## src/rtl/bist_seq_pkg.sv

```systemverilog
package bist_seq_pkg;
  typedef enum logic {
    SQ_IDLE = 1'b0,
    SQ_CONV = 1'b1
  } seq_state_e;
endpackage

```

## src/rtl/bist_seq_rstsync.sv

```systemverilog
module bist_seq_rstsync (
  input  logic clk,
  input  logic rst_n,
  output logic rst_sync_n
);
  logic [1:0] sync_q;

  always_ff @(posedge clk or negedge rst_n) begin
    if (!rst_n) sync_q <= 2'b00;
    else        sync_q <= {sync_q[0], 1'b1};
  end

  assign rst_sync_n = sync_q[1];
endmodule

```

## src/rtl/bist_seq_ctrl.sv

```systemverilog
module bist_seq_ctrl
  import bist_seq_pkg::*;
#(
  parameter int N_SUPPLY = 3,
  parameter int N_CAP    = 12,
  parameter int STEP_W   = 4
) (
  input  logic              clk,
  input  logic              rst_n,
  input  logic              st_en,
  input  logic              st_start,
  input  logic              scan_mode,
  input  logic              alg_with_cap,
  input  logic [STEP_W-1:0] step_sel,
  input  logic              conv_done,
  output logic              conv_req,
  output logic [STEP_W-1:0] conv_step,
  output logic              done_acc,
  output logic              seq_start,
  output logic              seq_end
);
  localparam int TOTAL = N_SUPPLY + N_CAP;
  localparam logic [STEP_W-1:0] LAST_SUP = STEP_W'(N_SUPPLY - 1);
  localparam logic [STEP_W-1:0] LAST_ALL = STEP_W'(TOTAL - 1);

  seq_state_e        state_q, state_d;
  logic [STEP_W-1:0] step_q, step_d;
  logic [STEP_W-1:0] last_q, last_d;
  logic              scan_q, scan_d;
  logic              launch_en, at_last;

  always_comb begin
    state_d   = state_q;
    step_d    = step_q;
    last_d    = last_q;
    scan_d    = scan_q;
    seq_start = 1'b0;
    seq_end   = 1'b0;
    done_acc  = 1'b0;
    launch_en = 1'b0;
    at_last   = (step_q == last_q);
    case (state_q)
      SQ_IDLE: begin
        if (st_en && st_start && (scan_mode || (step_sel <= LAST_ALL))) begin
          launch_en = 1'b1;
          state_d   = SQ_CONV;
          scan_d    = scan_mode;
          last_d    = alg_with_cap ? LAST_ALL : LAST_SUP;
          step_d    = scan_mode ? '0 : step_sel;
          seq_start = 1'b1;
        end
      end
      SQ_CONV: begin
        if (!st_en) begin
          state_d = SQ_IDLE;
        end else if (conv_done) begin
          done_acc = 1'b1;
          seq_end  = !scan_q || at_last;
          if (scan_q && st_start) begin
            step_d    = at_last ? '0 : step_q + 1'b1;
            seq_start = at_last;
          end else begin
            state_d = SQ_IDLE;
          end
        end
      end
      default: state_d = SQ_IDLE;
    endcase
  end

  always_ff @(posedge clk or negedge rst_n) begin
    if (!rst_n) begin
      state_q <= SQ_IDLE;
      step_q  <= '0;
      last_q  <= '0;
      scan_q  <= 1'b0;
    end else begin
      state_q <= state_d;
      step_q  <= step_d;
      if (launch_en) begin
        last_q <= last_d;
        scan_q <= scan_d;
      end
    end
  end

  assign conv_req  = (state_q == SQ_CONV);
  assign conv_step = step_q;
endmodule

```

## src/rtl/bist_seq_wdog.sv

```systemverilog
module bist_seq_wdog #(
  parameter int CNT_W = 16
) (
  input  logic             clk,
  input  logic             rst_n,
  input  logic             abort,
  input  logic             seq_start,
  input  logic             seq_end,
  input  logic [CNT_W-1:0] limit,
  output logic             err
);
  logic [CNT_W-1:0] cnt_q, cnt_d;
  logic             armed_q, armed_d;
  logic             err_q, err_d;

  always_comb begin
    cnt_d   = cnt_q;
    armed_d = armed_q;
    err_d   = err_q;
    if (abort) begin
      armed_d = 1'b0;
      err_d   = 1'b0;
    end else if (seq_start) begin
      cnt_d   = limit;
      armed_d = (limit != '0);
    end else if (seq_end) begin
      armed_d = 1'b0;
    end else if (armed_q) begin
      if (cnt_q == '0) begin
        err_d   = 1'b1;
        armed_d = 1'b0;
      end else begin
        cnt_d = cnt_q - 1'b1;
      end
    end
  end

  always_ff @(posedge clk or negedge rst_n) begin
    if (!rst_n) begin
      cnt_q   <= '0;
      armed_q <= 1'b0;
      err_q   <= 1'b0;
    end else begin
      cnt_q   <= cnt_d;
      armed_q <= armed_d;
      err_q   <= err_d;
    end
  end

  assign err = err_q;
endmodule

```

## src/rtl/bist_step_sequencer.sv

```systemverilog
module bist_step_sequencer #(
  parameter int N_SUPPLY = 3,
  parameter int N_CAP    = 12,
  parameter int WDOG_W   = 16,
  localparam int STEP_W  = $clog2(N_SUPPLY + N_CAP + 1)
) (
  input  logic              clk,
  input  logic              rst_n,
  input  logic              st_en,
  input  logic              st_start,
  input  logic              scan_mode,
  input  logic              alg_with_cap,
  input  logic [STEP_W-1:0] step_sel,
  input  logic              eoc_clr,
  input  logic [WDOG_W-1:0] wdog_limit,
  input  logic              conv_done,
  output logic              conv_req,
  output logic [STEP_W-1:0] conv_step,
  output logic              eoc_flag,
  output logic              wdog_err
);
  logic rst_sync_n;
  logic done_acc, seq_start, seq_end;
  logic eoc_q, eoc_d;

  bist_seq_rstsync u_rst (
    .clk        (clk),
    .rst_n      (rst_n),
    .rst_sync_n (rst_sync_n)
  );

  bist_seq_ctrl #(
    .N_SUPPLY (N_SUPPLY),
    .N_CAP    (N_CAP),
    .STEP_W   (STEP_W)
  ) u_ctrl (
    .clk          (clk),
    .rst_n        (rst_sync_n),
    .st_en        (st_en),
    .st_start     (st_start),
    .scan_mode    (scan_mode),
    .alg_with_cap (alg_with_cap),
    .step_sel     (step_sel),
    .conv_done    (conv_done),
    .conv_req     (conv_req),
    .conv_step    (conv_step),
    .done_acc     (done_acc),
    .seq_start    (seq_start),
    .seq_end      (seq_end)
  );

  bist_seq_wdog #(
    .CNT_W (WDOG_W)
  ) u_wdog (
    .clk       (clk),
    .rst_n     (rst_sync_n),
    .abort     (!st_en),
    .seq_start (seq_start),
    .seq_end   (seq_end),
    .limit     (wdog_limit),
    .err       (wdog_err)
  );

  always_comb begin
    eoc_d = eoc_q;
    if (eoc_clr)  eoc_d = 1'b0;
    if (done_acc) eoc_d = 1'b1;
  end

  always_ff @(posedge clk or negedge rst_sync_n) begin
    if (!rst_sync_n) eoc_q <= 1'b0;
    else             eoc_q <= eoc_d;
  end

  assign eoc_flag = eoc_q;
endmodule

```

## config.mk

```make
export PLATFORM = sky130hd
export DESIGN_NAME = bist_step_sequencer
export DESIGN_NICKNAME = d
export VERILOG_FILES = /design/src/rtl/bist_seq_pkg.sv /design/src/rtl/bist_seq_rstsync.sv /design/src/rtl/bist_seq_ctrl.sv /design/src/rtl/bist_seq_wdog.sv /design/src/rtl/bist_step_sequencer.sv
export SDC_FILE = /design/constraint.sdc
export NUM_CORES = 1
export LEC_CHECK = 0
export ABC_AREA = 1
export CELL_PAD_IN_SITES_DETAIL_PLACEMENT = 1
export CELL_PAD_IN_SITES_GLOBAL_PLACEMENT = 2
export CORE_ASPECT_RATIO = 0.75
export CORE_MARGIN = 5
export CORE_UTILIZATION = 34
export DETAILED_ROUTE_END_ITERATION = 12
export DONT_BUFFER_PORTS = 1
export HOLD_SLACK_MARGIN = 0.02
export PLACE_DENSITY = 0.83
export SLEW_MARGIN = 20
export SYNTH_ARGS = -nofsm -noshare
export SYNTH_HDL_FRONTEND = slang
export SYNTH_HIERARCHICAL = 1
export SYNTH_SLANG_ARGS = --single-unit
```

## constraint.sdc

```tcl
create_clock -name clk -period 1.2 [get_ports clk]
set_input_delay 0.18 -clock clk [delete_from_list [all_inputs] [get_ports clk]]
set_output_delay 0.18 -clock clk [all_outputs]
set_load 0.1 [all_outputs]
```

# After elaboration in Yosys (flattened, before gate mapping)
# Cells that the tools add are included.
[totals] register_bits=31 in_bits=28 output_inout_bits=7
[op_classes] n_addsub=2 magnitude_cmp=1 eq_ne=11 mux=40 bitwise_logic=1 reduce_logical=14
[op_table] op="$mux W16" n=4
[op_table] op="$mux W4" n=7
[op_table] op="$mux W1" n=26
[op_table] op="$logic_not A16 Y1" n=1
[op_table] op="$reduce_bool A16 Y1" n=1
[op_table] op="$sub A16 B1 Y16 const B" n=1
[op_table] op="$ne A2 B2 Y1 const B" n=7
[op_table] op="$reduce_and A4 Y1" n=3
[op_table] op="$pmux W4 S2" n=1
[op_table] op="$ne A2 B1 Y1 const B" n=3
[op_table] op="$add A4 B1 Y4 const B" n=1
[op_table] op="$eq A4 B4 Y1" n=1
[op_table] op="$le A4 B4 Y1 const B" n=1
[op_table] op="$pmux W1 S2" n=2
[op_table] op="$reduce_bool A2 Y1" n=2
[op_table] op="$logic_and A1 B1 Y1" n=3
[op_table] op="$reduce_and A3 Y1" n=1
[op_table] op="$logic_or A1 B1 Y1" n=2
[op_table] op="$logic_not A1 Y1" n=1
[op_table] op="$not A1 Y1" n=1

# Logic depth before layout (Yosys ltp)
[logic_depth] word_depth=8 depth_mapped=16 ltp_nobuf=14

# Hierarchy
# The synthesis kept the hierarchy.
[by_module_without_submodules] mod="bist_seq_wdog" n_inst=1 cells_per_inst=217 area_per_inst_um2=1326.3 seq_area_each_um2=450.4
[by_module_without_submodules] mod="bist_seq_ctrl" n_inst=1 cells_per_inst=81 area_per_inst_um2=564.3 seq_area_each_um2=200.2
[by_module_without_submodules] mod="bist_seq_rstsync" n_inst=1 cells_per_inst=3 area_per_inst_um2=53.8 seq_area_each_um2=50.0
[by_module_without_submodules] mod="bist_step_sequencer" n_inst=1 cells_per_inst=6 area_per_inst_um2=43.8 seq_area_each_um2=25.0

# Worst setup path after synthesis
# No wires, ideal clock.
[synth_path] path_kind="register -> register" from="register u_ctrl.state_q (netlist: u_ctrl/conv_req)" to="register u_wdog.cnt_q[13]" setup_ns=0.116 arrival_time_ns=2.530 required_time_ns=1.084 path_slack_ns=-1.446 stages_incl_launch_ff=13 path_cell_list="dfrtp_1 > nand3_1 > o31ai_1 > buf_2 > nor2_1 > nand2_1 > nor2_1 > nand3_2 > nand2_2 > buf_6 > buf_6 > nand2_1 > nand2_1"
[synth_via] elab_chain_len=4
[synth_rtl] element="from (decl)" line="bist_seq_ctrl.sv:26" source="seq_state_e state_q, state_d;"
[synth_rtl] element="from (signal assigned)" line="bist_seq_ctrl.sv:78" source="state_q <= state_d;"
[synth_rtl] element="$not A1 Y1 (no source line)"
[synth_rtl] element="$pmux W1 S2 *" line="bist_seq_ctrl.sv:42" source="case (state_q)"
[synth_rtl] element="net seq_start" line="bist_step_sequencer.sv:23" source="logic done_acc, seq_start, seq_end;"
[synth_rtl] element="$ne A2 B2 Y1 (no source line) / $reduce_bool A2 Y1 (equally long branches)"
[synth_rtl] element="$reduce_and A4 Y1 (no source line)"
[synth_rtl] element="to (signal assigned)" line="bist_seq_wdog.sv:44" source="cnt_q <= cnt_d;"
[synth_rtl] element="to (decl)" line="bist_seq_wdog.sv:12" source="logic [CNT_W-1:0] cnt_q, cnt_d;"
# The timed path passes the listed nets; every way through them passes the cells marked *.
# A chain may end at the register's enable or synchronous reset.

# Worst setup path in the final report
[layout_path] from="register u_ctrl.step_q[3] (netlist: u_ctrl/conv_step[3])" to="register u_wdog.cnt_q[15]"
[layout_via] elab_chain_len=7
[layout_rtl] element="from (decl)" line="bist_seq_ctrl.sv:27" source="logic [STEP_W-1:0] step_q, step_d;"
[layout_rtl] element="from (signal assigned)" line="bist_seq_ctrl.sv:79" source="step_q <= step_d;"
[layout_rtl] element="$eq A4 B4 Y1 *" line="bist_seq_ctrl.sv:41" source="at_last = (step_q == last_q);"
[layout_rtl] element="$mux W1 *" line="bist_seq_ctrl.sv:59" source="if (scan_q && st_start) begin"
[layout_rtl] element="$mux W1 *" line="bist_seq_ctrl.sv:56" source="end else if (conv_done) begin"
[layout_rtl] element="$mux W1 *" line="bist_seq_ctrl.sv:54" source="if (!st_en) begin"
[layout_rtl] element="$pmux W1 S2 *" line="bist_seq_ctrl.sv:42"
[layout_rtl] element="net seq_start" line="bist_step_sequencer.sv:23"
[layout_rtl] element="$ne A2 B2 Y1 (no source line) / $reduce_bool A2 Y1 (equally long branches)"
[layout_rtl] element="$reduce_and A4 Y1 (no source line)"
# Marks and branches as above.

==> metrics.csv <==
metric,value,unit
yosys_warnings,6,
initial_core_util,34.66,%
viasPerCell,4.780,
rsz0062_at_grt,true,
synth-seq-cells,29,
cp_common_cell,nand2_1,
yosysSeqAreaShare,36.50,%
hold_path.class,input port to flop,
status,finished with violations,
synth-edff-count,0,
grt_pass1_wl,12210,µm
io_pins,35,
synth.avg_cell_area,6.476,µm²
drt_pre_antenna_iters,4,
report.final.slew_viol_count,0,
ys_async_sr_fraction,100.0,%
max-clock-path-buffers,2,
cellLeakagePower,1.576,nW
required,1.38,ns
period_needed,1.915,ns
antenna_found_initial,0,
multi_input_area,1280,µm²
ctsHtreeMaxLevel,2,
die_height,76.23,µm
gp_congestion,0.7930,
synth_nets,337,
grt_use_met3,4.941,%
netlist_instances,307,
use_met1,27.83,%
hold_violations,0,
setup_tns,-16.49,ns
clock_latency,0.29,ns
portBuffers,0,
setup_slack,-0.7154,ns
path_buf_inv,3,
violations,setup timing,
grt.total_usage,20.59,%
fin_nets,424,
power_density,1929,nW/µm²
clockRootBuffer,clkbuf_8,
skew,0.005329,ns
grt_pass1_vias,2439,
max_freq,522.1,MHz
syn-cell-area,1988,µm²
ant_nets,0,
critPathSlowestCell,dfrtp_4,
dieArea,7493,µm²
total_power,0.005977,W
busiest_layer,met2,
vdd_ir_drop_max,756.9,µV
post-route-util,54.04,%
crit_chain,nor2_4 -> nand2_1 -> nand2_1 -> nand2_1 -> o31ai_2 -> buf_4 -> clkinvlp_4 -> buf_6 -> nor2_1 -> nor2_2 -> nand2_1 -> nand2_1,
arrival,2.10,ns
die_w,98.30,µm
criticalPathCategory,flop to flop,
synthDistinctLibCells,32,
yosys.area.top_type_share,36.50,%
yosysTopAreaCell,dfrtp_1,
nFillCells,757,
core-area,5736,µm²
antenna_cells,0,
wl,7689,µm
worstPathMaxFanout,4,
path_delay_family,simple AND/OR/NAND/NOR gates,
place_ws,-0.7282,ns
synth.area.top_cells,"dfrtp_1 (37%), nand2_1 (22%), nor2_1 (10%)",
regArea,745.7,µm²
placement_rows,24,
end_kind,flop,
fin_crit_sh,159.6,%
clkSlewWorstSetupHoldPaths,0.06,ns
clock-sinks,29,
maxCapViolations,0,
vias,2261,
drive_above_1_share,37.47,%
setup_viol,29,
drt_iter0_drc,120,
cts_tree,yes,
cp_slowest_stage_delay,0.50,ns
avgRoutedWirePerCell,16.26,µm
cts_buffers,5,
syn_to_final_growth,55.88,%
hpwlAfterDp,5170,µm
synth_ff_type,dfrtp_1,
grt_max_degree,28,
cp-start-kind,flop,
drc_errors,0,
grt.overflow.total,0,
grt_use_met2,33.00,%
cell type report:
cell class	count	share of cell area (%)
clock inverter	2	0.3230
sequential	29	24.06
clock buffer	6	2.342
inverter	30	3.916
tap	78	3.149
timing repair buffer	86	24.91
multi-input combinational	242	41.30
kinds of logic after synthesis:
family	after synthesis	synth area share (%)
flops	29	36.50
compound gates	17	5.727
mux	1	0.5035
other cells	1	0.1886
xor+xnor	2	0.8812
buf+inv	36	7.740
simple gates	219	47.20
fa+ha+maj	2	1.258
metal layers:
layer / part of all wire (%) / up-vias
met5: 0 / -
met4: 1.2 / 0
met3: 3.4 / 9
met2: 48 / 35
met1: 48 / 1091
li1: - / 1126
final timing paths:
path	startpoint	to	slack [ns]	cells past startpoint
min in group asynchronous	rst_n	u_rst/sync_q[0]	0.12	1
max in group asynchronous	u_rst/sync_q[1]	u_ctrl/conv_step[1]	0.65	1
worst max register to register	u_ctrl/conv_step[3]	u_wdog/cnt_q[15]	-0.72	12
worst min register to register	u_rst/sync_q[1]	u_ctrl/last_q[2]	0.25	1
worst max-delay path	u_ctrl/conv_step[3]	u_wdog/cnt_q[15]	-0.72	12
worst min-delay path	scan_mode	u_ctrl/scan_q	0.05	2
flip-flops by register name, summed over array words and instances, names as in the netlist:
| name | cells |
|---|---|
| u_ctrl/conv_step | 4 |
| eoc_flag | 1 |
| u_ctrl/scan_q | 1 |
| u_wdog/err | 1 |
| u_rst/sync_q | 2 |
| u_wdog/armed_q | 1 |
| u_ctrl/conv_req | 1 |
| u_ctrl/last_q | 2 |
| u_wdog/cnt_q | 16 |
synthesized netlist by cell type, types with 2 or more instances:
library cell,number
buf_6,2
nand4_1,2
buf_2,3
nand3_1,28
dfrtp_1,29
o21ai_0,7
nand3b_1,2
nor2_4,2
nor2_1,55
a21oi_1,2
nor4_1,2
nor3_1,2
nand2_1,117
ha_1,2
inv_1,29
nand2_2,2
xor2_1,2
o21bai_1,3
nand2_4,3
stage by stage:
| step | cell area, µm² | cells | hold slack (ns) |
|---|---|---|---|
| floorplan | 2017 | 307 | -0.1156 |
| CTS | 2952 | 467 | 0.02476 |
| global placement | 2606 | 447 | -0.1155 |
| finish | 3099 | 473 | 0.04641 |
| global route | 3099 | 473 | 0.04581 |
| detailed placement | 2606 | 447 | -0.1155 |
placed cells by master (no fill, tap or decap), drive strengths merged:
cell type    count
xor2             2
nor4             2
mux2i            1
buf             85
nand2          122
o21ai            8
clkinvlp         1
nand4            2
nor3             2
a21oi            3
clkinv           2
inv             29
nor2            57
dlygate4sd3      1
conb             1
and2             1
o31ai            1
clkbuf           6
nand3b           3
a31oi            1
nand3           29
or2              1
ha               2
dfrtp           29
a21boi           1
o21bai           3
repair_timing:
action	CTS	global route
pin swaps	7	5
cloned	2	0
endpoints found under the hold margin	2	0
hold buffers	1	0
gates resized for setup	52	29
endpoints found under the setup margin	28	31
buffers inserted	9	6
worst reg2reg max path: stages (launching register included):
cell        delay, ns
dfrtp_4          0.50
nor2_4           0.09
nand2_1          0.06
nand2_1          0.05
nand2_1          0.08
o31ai_2          0.20
buf_4            0.19
clkinvlp_4       0.12
buf_6            0.15
nor2_1           0.19
nor2_2           0.07
nand2_1          0.07
nand2_1          0.05
report_power, final:
part           internal [W]  switching [W]
Clock              0.000401       0.000400
Combinational       0.00166        0.00200
Sequential          0.00128       0.000240
Total               0.00334        0.00264
(Power assumes the default switching activity.)
